### src/rtl/wavesup_pkg.sv
// Shared types and helpers for the waveform zero-suppression FIFO.
// Assumes: nothing beyond IEEE 1800-2017 elaboration-time functions.
package wavesup_pkg;
    typedef logic [7:0] sample_t;

    // Width of an index able to address n items (at least one bit).
    function automatic int unsigned bits_for(input int unsigned n);
        return (n < 2) ? 1 : $clog2(n);
    endfunction
endpackage

### src/rtl/wavesup_accum.sv
// Waveform framing and sum decision.
// Tracks the position inside the current waveform and accumulates its bytes.
// Latches the threshold on the first byte. On the last byte it issues keep
// or drop for an accepted waveform. A waveform is accepted only if the store
// reports room on its first byte; otherwise an overflow strobe follows.
// Assumes: the previous waveform is resolved before the next first byte.
module wavesup_accum #(
    parameter int unsigned SAMPLES = 8,
    parameter int unsigned SUM_W   = 11
) (
    input  logic                      clk,
    input  logic                      rst_n,
    input  logic                      in_valid,
    input  wavesup_pkg::sample_t      in_data,
    input  logic [SUM_W-1:0]          thr_in,
    input  logic                      room,
    output logic                      wr_en,
    output logic                      keep,
    output logic                      drop,
    output logic                      ovf
);
    localparam int unsigned IW = wavesup_pkg::bits_for(SAMPLES);
    localparam logic [IW-1:0] LAST_IDX = IW'(SAMPLES - 1);

    logic [IW-1:0]    idx_q;
    logic [SUM_W-1:0] acc_q;
    logic [SUM_W-1:0] thr_q;
    logic             active_q;
    logic             ovf_q;

    logic             first, last, accept, above;
    logic [SUM_W-1:0] sum_now, thr_now;

    // Decision path for the byte present this cycle.
    always_comb begin
        first   = (idx_q == '0);
        last    = (idx_q == LAST_IDX);
        accept  = first ? room : active_q;
        sum_now = (first ? '0 : acc_q) + SUM_W'(in_data);
        thr_now = first ? thr_in : thr_q;
        above   = (sum_now > thr_now);
    end

    assign wr_en = in_valid && accept;
    assign keep  = in_valid && last && accept && above;
    assign drop  = in_valid && last && accept && !above;
    assign ovf   = ovf_q;

    // Position, running sum, latched threshold and acceptance per waveform.
    always_ff @(posedge clk) begin
        if (!rst_n) begin
            idx_q    <= '0;
            acc_q    <= '0;
            thr_q    <= '0;
            active_q <= 1'b0;
            ovf_q    <= 1'b0;
        end else begin
            ovf_q <= in_valid && first && !room;
            if (in_valid) begin
                idx_q <= last ? '0 : idx_q + 1'b1;
                acc_q <= sum_now;
                if (first) begin
                    active_q <= room;
                    thr_q    <= thr_in;
                end
            end
        end
    end

    // idle cycles leave framing and sum untouched.
    a_r10_idle_hold: assert property (@(posedge clk) disable iff (!rst_n)
        !in_valid |=> ($stable(idx_q) && $stable(acc_q)));

    // an overflow strobe always follows an incoming sample.
    a_r7_ovf_cause: assert property (@(posedge clk) disable iff (!rst_n)
        ovf_q |-> $past(in_valid));
endmodule

### src/rtl/wavesup_store.sv
// Circular byte store with a committed and a speculative write pointer.
// Writes go to the speculative pointer. Keep advances the committed pointer
// to it; drop returns it to the committed pointer. Only committed bytes are
// counted and offered to the reader, one per valid/ready transfer.
// Assumes: keep/drop arrive on the last byte of a waveform, together with
// its write, and the caller writes only when room was granted.
module wavesup_store #(
    parameter int unsigned SAMPLES = 8,
    parameter int unsigned DEPTH   = 32
) (
    input  logic                 clk,
    input  logic                 rst_n,
    input  logic                 wr_en,
    input  wavesup_pkg::sample_t wr_data,
    input  logic                 keep,
    input  logic                 drop,
    output logic                 room,
    output logic                 out_valid,
    input  logic                 out_ready,
    output wavesup_pkg::sample_t out_data,
    output logic                 out_last
);
    localparam int unsigned AW = wavesup_pkg::bits_for(DEPTH);
    localparam int unsigned CW = $clog2(DEPTH + 1);
    localparam int unsigned IW = wavesup_pkg::bits_for(SAMPLES);
    localparam logic [AW-1:0] TOP_ADDR = AW'(DEPTH - 1);
    localparam logic [IW-1:0] LAST_IDX = IW'(SAMPLES - 1);

    wavesup_pkg::sample_t mem [DEPTH];
    logic [AW-1:0] wp_spec_q, wp_com_q, rd_q;
    logic [CW-1:0] cnt_q;
    logic [IW-1:0] rd_idx_q;
    logic [AW-1:0] spec_next, rd_next;
    logic          rd_fire;

    function automatic logic [AW-1:0] step_ptr(input logic [AW-1:0] p);
        return (p == TOP_ADDR) ? '0 : p + 1'b1;
    endfunction

    // Next pointer values and read handshake.
    always_comb begin
        spec_next = step_ptr(wp_spec_q);
        rd_next   = step_ptr(rd_q);
        rd_fire   = out_valid && out_ready;
    end

    assign room      = (CW'(DEPTH) - cnt_q) >= CW'(SAMPLES);
    assign out_valid = (cnt_q != '0);
    assign out_data  = mem[rd_q];
    assign out_last  = (rd_idx_q == LAST_IDX);

    // Byte storage, written speculatively.
    always_ff @(posedge clk) begin
        if (wr_en) mem[wp_spec_q] <= wr_data;
    end

    // Pointer and committed-count maintenance.
    always_ff @(posedge clk) begin
        if (!rst_n) begin
            wp_spec_q <= '0;
            wp_com_q  <= '0;
            rd_q      <= '0;
            cnt_q     <= '0;
            rd_idx_q  <= '0;
        end else begin
            if (keep) begin
                wp_spec_q <= spec_next;
                wp_com_q  <= spec_next;
            end else if (drop) begin
                wp_spec_q <= wp_com_q;
            end else if (wr_en) begin
                wp_spec_q <= spec_next;
            end
            cnt_q <= cnt_q + (keep ? CW'(SAMPLES) : '0) - (rd_fire ? CW'(1) : '0);
            if (rd_fire) begin
                rd_q     <= rd_next;
                rd_idx_q <= (rd_idx_q == LAST_IDX) ? '0 : rd_idx_q + 1'b1;
            end
        end
    end

    // committed bytes never exceed the store size.
    a_r11_cnt_bound: assert property (@(posedge clk) disable iff (!rst_n)
        cnt_q <= CW'(DEPTH));

    // a kept waveform always had space reserved for it.
    a_r7_keep_fits: assert property (@(posedge clk) disable iff (!rst_n)
        keep |-> (int'(cnt_q) + int'(SAMPLES) <= int'(DEPTH)));

    // the rest of the waveform under read is already committed.
    a_r4_whole_wave: assert property (@(posedge clk) disable iff (!rst_n)
        out_valid |-> (int'(cnt_q) >= int'(SAMPLES) - int'(rd_idx_q)));
endmodule

### src/rtl/wavesup_fifo.sv
// Waveform zero-suppression FIFO top.
// Splits the byte stream into waveforms of SAMPLES bytes and stores each
// speculatively. A waveform is kept when its byte sum exceeds the threshold
// latched at its first byte; otherwise it is erased. Kept bytes drain through
// a valid/ready port with a last flag per waveform.
// Assumes: a single clock; input samples cannot be back-pressured.
module wavesup_fifo #(
    parameter int unsigned SAMPLES = 8,
    parameter int unsigned WAVES   = 4,
    localparam int unsigned DEPTH  = SAMPLES * WAVES,
    localparam int unsigned SUM_W  = 8 + $clog2(SAMPLES)
) (
    input  logic             clk,
    input  logic             rst_n,
    input  logic             in_valid,
    input  logic [7:0]       in_data,
    input  logic [SUM_W-1:0] thresh,
    output logic             out_valid,
    input  logic             out_ready,
    output logic [7:0]       out_data,
    output logic             out_last,
    output logic             overflow
);
    logic wr_en, keep, drop, room;

    wavesup_accum #(.SAMPLES(SAMPLES), .SUM_W(SUM_W)) accum_i (
        .clk      (clk),
        .rst_n    (rst_n),
        .in_valid (in_valid),
        .in_data  (in_data),
        .thr_in   (thresh),
        .room     (room),
        .wr_en    (wr_en),
        .keep     (keep),
        .drop     (drop),
        .ovf      (overflow)
    );

    wavesup_store #(.SAMPLES(SAMPLES), .DEPTH(DEPTH)) store_i (
        .clk       (clk),
        .rst_n     (rst_n),
        .wr_en     (wr_en),
        .wr_data   (in_data),
        .keep      (keep),
        .drop      (drop),
        .room      (room),
        .out_valid (out_valid),
        .out_ready (out_ready),
        .out_data  (out_data),
        .out_last  (out_last)
    );

    // a stalled byte stays offered and unchanged.
    a_r6_hold: assert property (@(posedge clk) disable iff (!rst_n)
        (out_valid && !out_ready) |=> (out_valid && $stable(out_data)));
endmodule

### config.mk
export PLATFORM = sky130hd
export DESIGN_NAME = wavesup_fifo
export DESIGN_NICKNAME = d
export VERILOG_FILES = /design/src/rtl/wavesup_pkg.sv /design/src/rtl/wavesup_accum.sv /design/src/rtl/wavesup_store.sv /design/src/rtl/wavesup_fifo.sv
export SDC_FILE = /design/constraint.sdc
export NUM_CORES = 1
export LEC_CHECK = 0
export BUFFER_PORTS_ARGS = -buffer_cell sky130_fd_sc_hd__buf_2
export CORE_ASPECT_RATIO = 1.1
export CORE_MARGIN = 10
export CORE_UTILIZATION = 50
export CTS_CLUSTER_DIAMETER = 80
export DETAILED_ROUTE_END_ITERATION = 8
export PLACE_DENSITY = 0.71
export SLEW_MARGIN = 20
export SYNTH_ARGS = -nofsm -noshare
export SYNTH_HDL_FRONTEND = slang
export SYNTH_SLANG_ARGS = --single-unit
### constraint.sdc
create_clock -name clk -period 9.4 [get_ports clk]
set_input_delay 1.41 -clock clk [delete_from_list [all_inputs] [get_ports clk]]
set_output_delay 1.41 -clock clk [all_outputs]
set_load 0.005 [all_outputs]
==> key figures, run 1 <==
Timing
  • Slew Limit Fails: 0
  • Finish-stage setup viols: 0
  • Final clock skew: about 9 ps
  • FMAX: 0.174 GHz
  • Final hold slack: between 400 and 500 ps
  • Final-report hold violation count: 0
  • Slew HR: 0.286
  • Post-route clock period utilization: 0.612
  • Fin Setup TNS: 0 ps
  • Fin crit period: around 5800 ps
  • Slew @ Worst Pin: roughly 1100 ps
  • RSZ-0062 raised after global routing: no

CTS
  • Clock sinks: between 300 and 400
  • Setup Buffers After CTS: 0
  • Clock Latency Late Sink: between 500 and 600 ps
  • Post_cts resized: 0
  • CTS Buf Count: 31
  • Htree depth: 1
  • CTS Root Cell: clkbuf_16
  • Cts hold-fix bufs: 0
  • Clock buffer depth: 3
  • Clock-pin slew on the worst setup and hold paths: around 60 ps
  • CTS tree: yes

Global routing
  • Initial antenna violation count: 0
  • First-pass GRT wire length: 41800 um
  • Largest net degree at the start of global routing: between 60 and 70
  • Tot GR Track Use: 0.159
  • Vias in the first global route: roughly 7300
  • Grt total ovfl: 0

Logic synthesis
  • Mapped Cells: 802
  • Yosys reg bits: between 300 and 400
  • Syn avg cell area: approximately 17 sq um
  • Register area share after synthesis: 0.663
  • Fraction of registers with async set or reset after synthesis: 0
  • Ys flop type: edfxtp_1
  • Yosys warning total: 0
  • Synthesized net count: between 800 and 900
  • Post-synth EDFFs: 256
  • Cell Area, Synth: 13300 sq um
  • Post-synth cell types: 54

Floorplan
  • Die area: 33500 sq um
  • Starting Density: 0.508
  • Row count: 62
  • I/O pin total: 34
  • Die width: between 150 and 200 um
  • Core Box Area: roughly 26000 sq um
  • DIE HEIGHT: 191 um

Critical path
  • CP endpoint kind: register
  • Slack of the worst reg-to-reg path: between 3000 and 4000 ps
  • CP Data Required Time: ~9800 ps
  • Kind of critical path: register to register
  • Crit Path Max Fanout: 13
  • Critical Path AT: slightly above 6000 ps
  • Type of origin of the critical path: register

Final layout
  • P&R area growth vs syn: 10.4%
  • Share of cells above drive strength 1: 0.212
  • Commonest non-fill, non-tap cell in the layout: edfxtp_1
  • Antenna cells: 0
  • Filler Cell Count: roughly 2000
  • Fin nets: approximately 900
  • Most frequent cells in the layout: edfxtp_1, mux4_2, nor2_1

Detailed routing
  • Drt total wl: about 26000 um
  • Initial DRT Pass Iterations: 5
  • Wire length per cell: around 22 um
  • # DRC: 0
  • Vias: between 6000 and 7000
  • ANT nets after route: 0
  • Vias per inst: 5.77
  • DR iter-0 viols: 714

Hold path
  • Hold crit path type: register to register

Power and ir drop
  • Clock power frac: 0.338
  • Combinational Power Share: 0.181
  • Power Density: 229 nW/um^2
  • Int Pwr: about 2.5 mW
  • Sw power: ~0.85 mW
  • Cell leakage power: slightly below 5 nW
  • Switch share: 0.253
  • Sequential power share: 0.481
  • VDD IR max: 0.168 mV

Place
  • PortBufs: 33
  • Dpl hpwl: roughly 17000 um
  • GP Congestion: between 0.8 and 0.9

Run
  • Max-cap violations: 0

Status
  • Status: completed
per-layer routing:
| layer | wire length [um] | vias to the layer above | track usage |
|---|---|---|---|
| li1 | - | 3222 | - |
| met1 | 11500 | 3531 | 0.222 |
| met2 | 13100 | 187 | 0.264 |
| met3 | 1450 | 28 | 0.0233 |
| met4 | 330 | 0 | 0.0310 |
| met5 | 0 | - | 0 |
kinds of logic after synthesis:
logic type	after synthesis	synth area share
flops	312	0.663
simple gates	178	0.0634
mux	111	0.160
compound gates	85	0.0433
buf+inv	61	0.0212
fa+ha+maj	41	0.0398
xor+xnor	14	0.00923
per-stage QoR:
step | cell area, sq um | util | instances | power [mW] | setup slack [ps]
5_1_grt | 14700 | 0.561 | 1207 | 3.51 | 3210
4_1_cts | 14700 | 0.561 | 1207 | 3.39 | 3650
6_report | 14700 | 0.561 | 1207 | 3.35 | 3650
2_1_floorplan | 13300 | - | 802 | 2.09 | 4260
3_3_place_gp | 13700 | 0.525 | 1152 | 2.24 | 3580
3_5_place_dp | 13700 | 0.525 | 1152 | 2.26 | 3460
power by group through the flow:
stage,sequential (mW),combinational (mW),clock (mW)
global placement,1.64,0.599,0
floorplan,1.61,0.486,0
global route,1.62,0.671,1.21
detailed placement,1.64,0.612,0
CTS,1.62,0.615,1.16
finish,1.61,0.606,1.13
final timing paths:
kind	start	cells after the start	endpoint
max	accum_i.idx_q[0]	24	store_i.cnt_q[5]
min	store_i.wp_com_q[4]	2	store_i.wp_com_q[4]
max reg2reg	accum_i.idx_q[0]	24	store_i.cnt_q[5]
min reg2reg	store_i.wp_com_q[4]	2	store_i.wp_com_q[4]
layout make-up:
class	count	area (sq um)	share of cell area
repair buffers	39	210	0.0143
clock buffers	40	810	0.0552
clock inverters	15	120	0.00819
inverters	20	75.1	0.00512
flip-flops and latches	312	8810	0.601
well taps	352	440	0.0300
multi-input cells	429	4190	0.286
worst max-delay path, stage by stage, from the launching register on:
cell	delay, ps
dfxtp_1	330
inv_1	60
ha_1	170
nor2b_2	630
buf_4	330
nor2b_1	80
ha_1	220
fa_1	420
a21o_1	170
a21oi_1	320
o21bai_1	150
a21oi_1	200
xnor2_1	110
ha_1	320
nand4_1	160
a211o_1	340
nand3_1	90
nand4_2	240
ha_1	420
inv_1	40
ha_1	310
a21o_1	190
a21oi_1	160
xnor2_1	130
nor2_1	50
sequential cells by signal, indices dropped and copies added, names as in the netlist, named ones only:
name and cells:
accum_i.acc_q 11, accum_i.active_q 1, accum_i.idx_q 3, accum_i.ovf 1
accum_i.thr_q 11, store_i.cnt_q 6, store_i.mem 256, store_i.rd_idx_q 3
store_i.rd_q 5, store_i.wp_com_q 5, store_i.wp_spec_q 5
synthesized netlist by cell type (all sizes together), types with 2 or more instances:
| cell type | n | area, sq um |
|---|---|---|
| mux2 | 9 | 101 |
| a311oi | 6 | 52.6 |
| mux4 | 80 | 1800 |
| inv | 20 | 75.1 |
| o21a | 5 | 37.5 |
| ha | 39 | 488 |
| nor2 | 73 | 274 |
| a21oi | 23 | 115 |
| and2 | 5 | 31.3 |
| nand4 | 5 | 37.5 |
| nand3b | 4 | 30.0 |
| nand2 | 34 | 128 |
| o21bai | 2 | 15.0 |
| a211oi | 13 | 97.6 |
| dfxtp | 56 | 1120 |
| nor2b | 11 | 68.8 |
| o211ai | 7 | 52.6 |
| or2 | 2 | 12.5 |
| fa | 2 | 40.0 |
| xor2 | 4 | 35.0 |
| a21o | 5 | 37.5 |
| xnor2 | 10 | 87.6 |
| or3b | 2 | 17.5 |
| and3 | 5 | 31.3 |
| o21ai | 11 | 55.1 |
| nand3 | 17 | 85.1 |
| mux2i | 22 | 220 |
| clkbuf | 23 | 86.3 |
| buf | 18 | 120 |
| a31o | 2 | 17.5 |
| or3 | 3 | 18.8 |
| a31oi | 3 | 18.8 |
| edfxtp | 256 | 7690 |
| nor3 | 8 | 40.0 |
| nor4 | 3 | 18.8 |
Note: power is estimated with default switching activity, not from simulation.
==> run 2, diff against run 1 <==
--- a/config.mk
+++ b/config.mk
@@ -11,7 +11,7 @@
 export CORE_UTILIZATION = 50
 export CTS_CLUSTER_DIAMETER = 80
 export DETAILED_ROUTE_END_ITERATION = 8
-export PLACE_DENSITY = 0.71
+export PLACE_DENSITY = 0.74
 export SLEW_MARGIN = 20
 export SYNTH_ARGS = -nofsm -noshare
 export SYNTH_HDL_FRONTEND = slang
==> constraint.sdc (replaced) <==
create_clock -name clk -period 4.63 [get_ports clk]
set_input_delay 0.6945 -clock clk [delete_from_list [all_inputs] [get_ports clk]]
set_output_delay 0.6945 -clock clk [all_outputs]
set_load 0.005 [all_outputs]
==> key figures, run 2 (synthesis results as in run 1) <==
Status
  • Status: completed (unchanged)

CTS
  • CTS tree: yes (unchanged)
  • Cts hold-fix bufs: 0 (unchanged)
  • CTS Root Cell: clkbuf_16 (unchanged)
  • Htree depth: 1 (unchanged)
  • Clock buffer depth: 3 (unchanged)
  • Clock sinks: 312 (unchanged)
  • CTS Buf Count: 31 (unchanged)
  • Clock-pin slew on the worst setup and hold paths: 60 ps (about the same)
  • Clock Latency Late Sink: 550 ps (was 540 ps)

Detailed routing
  • # DRC: 0 (unchanged)
  • Wire length per cell: 21.1 um (was 21.9 um)
  • Vias per inst: 5.69 (was 5.77)
  • Routed wl met3: 1320 um (was 1450 um)
  • Drt total wl: 26200 um (was 26400 um)
  • DR iter-0 viols: 632 (was 714)
  • Met2 routed WL: 13100 um (about the same)
  • ANT nets after route: 0 (unchanged)
  • M1 wire length: 11300 um (was 11500 um)
  • Top Layer Used: met4 (unchanged)
  • Vias: 7048 (was 6968)
  • Initial DRT Pass Iterations: 5 (unchanged)

Timing
  • FMAX: 0.227 GHz (was 0.174 GHz)
  • Slew @ Worst Pin: 895 ps (was 1070 ps)
  • Finish-stage setup viols: 0 (unchanged)
  • Slew Limit Fails: 0 (unchanged)
  • Post-route clock period utilization: 0.950 (was 0.612)
  • Final-report hold violation count: 0 (unchanged)
  • Slew HR: 0.402 (was 0.286)
  • Fin crit period: 4400 ps (was 5750 ps)
  • Final clock skew: 19.1 ps (was 9.27 ps)

Place
  • Dpl hpwl: 17700 um (was 16800 um)
  • Placed instance area: 14000 sq um (was 13700 sq um)
  • GP Congestion: 0.802 (was 0.845)
  • PortBufs: 33 (unchanged)

Final layout
  • Top reg by flops: store_i.mem (unchanged)
  • Max FFs per register: 256 (unchanged)
  • Cell area after layout: 15100 sq um (was 14700 sq um)
  • Filler Cell Count: 1991 (was 2049)
  • P&R area growth vs syn: 13.8% (was 10.4%)
  • Registers with the most flip-flops: store_i.mem x256, accum_i.acc_q x11, accum_i.thr_q x11 (unchanged)
  • Share of cells above drive strength 1: 0.265 (was 0.212)
  • Commonest non-fill, non-tap cell in the layout: edfxtp_1 (unchanged)
  • Antenna cells: 0 (unchanged)
  • Most frequent cells in the layout: edfxtp_1, mux4_2, nor2_1 (unchanged)
  • Fin nets: 926 (was 897)

Power and ir drop
  • Total power: 7.05 mW (was 3.35 mW)
  • Cell leakage power: 5.11 nW (was 4.90 nW)
  • Power Density: 466 nW/um^2 (was 229 nW/um^2)
  • VDD IR max: 0.301 mV (was 0.168 mV)

Floorplan
  • Row count: 62 (unchanged)
  • I/O pin total: 34 (unchanged)
  • Die area: 33500 sq um (unchanged)
  • Starting Density: 0.508 (unchanged)
  • DIE HEIGHT: 191 um (unchanged)
  • Core Box Area: 26100 sq um (unchanged)
  • Die width: 175 um (unchanged)

Global routing
  • Grt total ovfl: 0 (unchanged)
  • Initial antenna violation count: 2 (was 0)
  • Tot GR Track Use: 0.159 (about the same)
  • Largest net degree at the start of global routing: 65 (unchanged)
  • Vias in the first global route: 7335 (was 7290)
  • First-pass GRT wire length: 42200 um (was 41800 um)

Critical path
  • Kind of critical path: register to register (unchanged)
  • Critical Path AT: 4840 ps (was 6170 ps)
  • Crit Path Max Fanout: 6 (was 13)
  • CP Data Required Time: 5070 ps (was 9820 ps)
  • Type of origin of the critical path: register (unchanged)
  • CP endpoint kind: register (unchanged)

Run
  • Max-cap violations: 0 (unchanged)

Hold path
  • Hold crit path type: register to register (unchanged)
==> run 2: cell count changes in the layout (fill, tap and decap cells not counted), sizes merged <==
cell,change
buf,+29
clkinv,+2
inv,+2
clkinvlp,-1
clkbuf,-1
==> run 2: layout make-up <==
type | instances | area, sq um | area share
inverter | 20 | 75.1 | 0.00497
timing repair buffer | 68 | 457 | 0.0302
sequential | 312 | 8810 | 0.583
tap | 352 | 440 | 0.0291
multi-input combinational | 429 | 4300 | 0.285
clock buffer | 39 | 878 | 0.0581
clock inverter | 18 | 146 | 0.00969
==> run 2: what timing repair did <==
action / in CTS / in global routing
gates resized for setup: 1 / 19
setup buffers: 0 / 2
pin swaps: 0 / 16
setup endpoints to repair: 1 / 3
gates cloned: 0 / 0
==> run 2: worst paths after layout <==
path	from	endpoint	slack, ps	cells after the start
worst max-delay path	accum_i.idx_q[1]	store_i.cnt_q[5]	230	24
worst min-delay path	store_i.rd_idx_q[2]	store_i.rd_idx_q[2]	470	2
worst max register to register	accum_i.idx_q[1]	store_i.cnt_q[5]	230	24
worst min register to register	store_i.rd_idx_q[2]	store_i.rd_idx_q[2]	470	2
==> run 2: power by group <==
part / internal (mW) / leakage (nW) / switching [mW] / total (mW)
combinational: 0.645 / 1.83 / 0.672 / 1.32
clock: 1.45 / 0.509 / 1.01 / 2.46
sequential: 3.16 / 2.77 / 0.111 / 3.27
==> run 2: layer usage <==
| layer | GRT usage | vias up |
|---|---|---|
| li1 | - | 3281 |
| met1 | 0.214 | 3538 |
| met2 | 0.270 | 185 |
| met3 | 0.0231 | 44 |
| met4 | 0.0372 | 0 |
| met5 | 0 | - |
==> run 2: critical path, cell delays in order (launching register included) <==
cell and delay, ps:
dfxtp_1 310, inv_1 60, ha_2 170, nor2b_4 230, nor2b_1 70, ha_2 210
fa_2 340, a21o_1 190, a21oi_4 190, o21a_1 170, nor2_1 50, xnor2_1 130
ha_1 310, buf_4 140, a211oi_1 230, o211a_1 230, nand3_1 140, nand4_4 140
ha_4 200, inv_1 80, ha_4 210, a21o_1 180, a21oi_2 140, xnor2_1 120
nor2_1 50
==> run 2: per-stage QoR <==
step,hold slack (ps),util,setup TNS (ps),setup WS [ps],instances
2_1_floorplan,438,-,0,6.07,802
3_3_place_gp,445,0.535,0,62.9,1179
3_5_place_dp,455,0.535,-25.8,-25.8,1179
4_1_cts,464,0.574,0,35.2,1236
5_1_grt,490,0.578,-42.9,-42.9,1238
6_report,466,0.578,0,230,1238
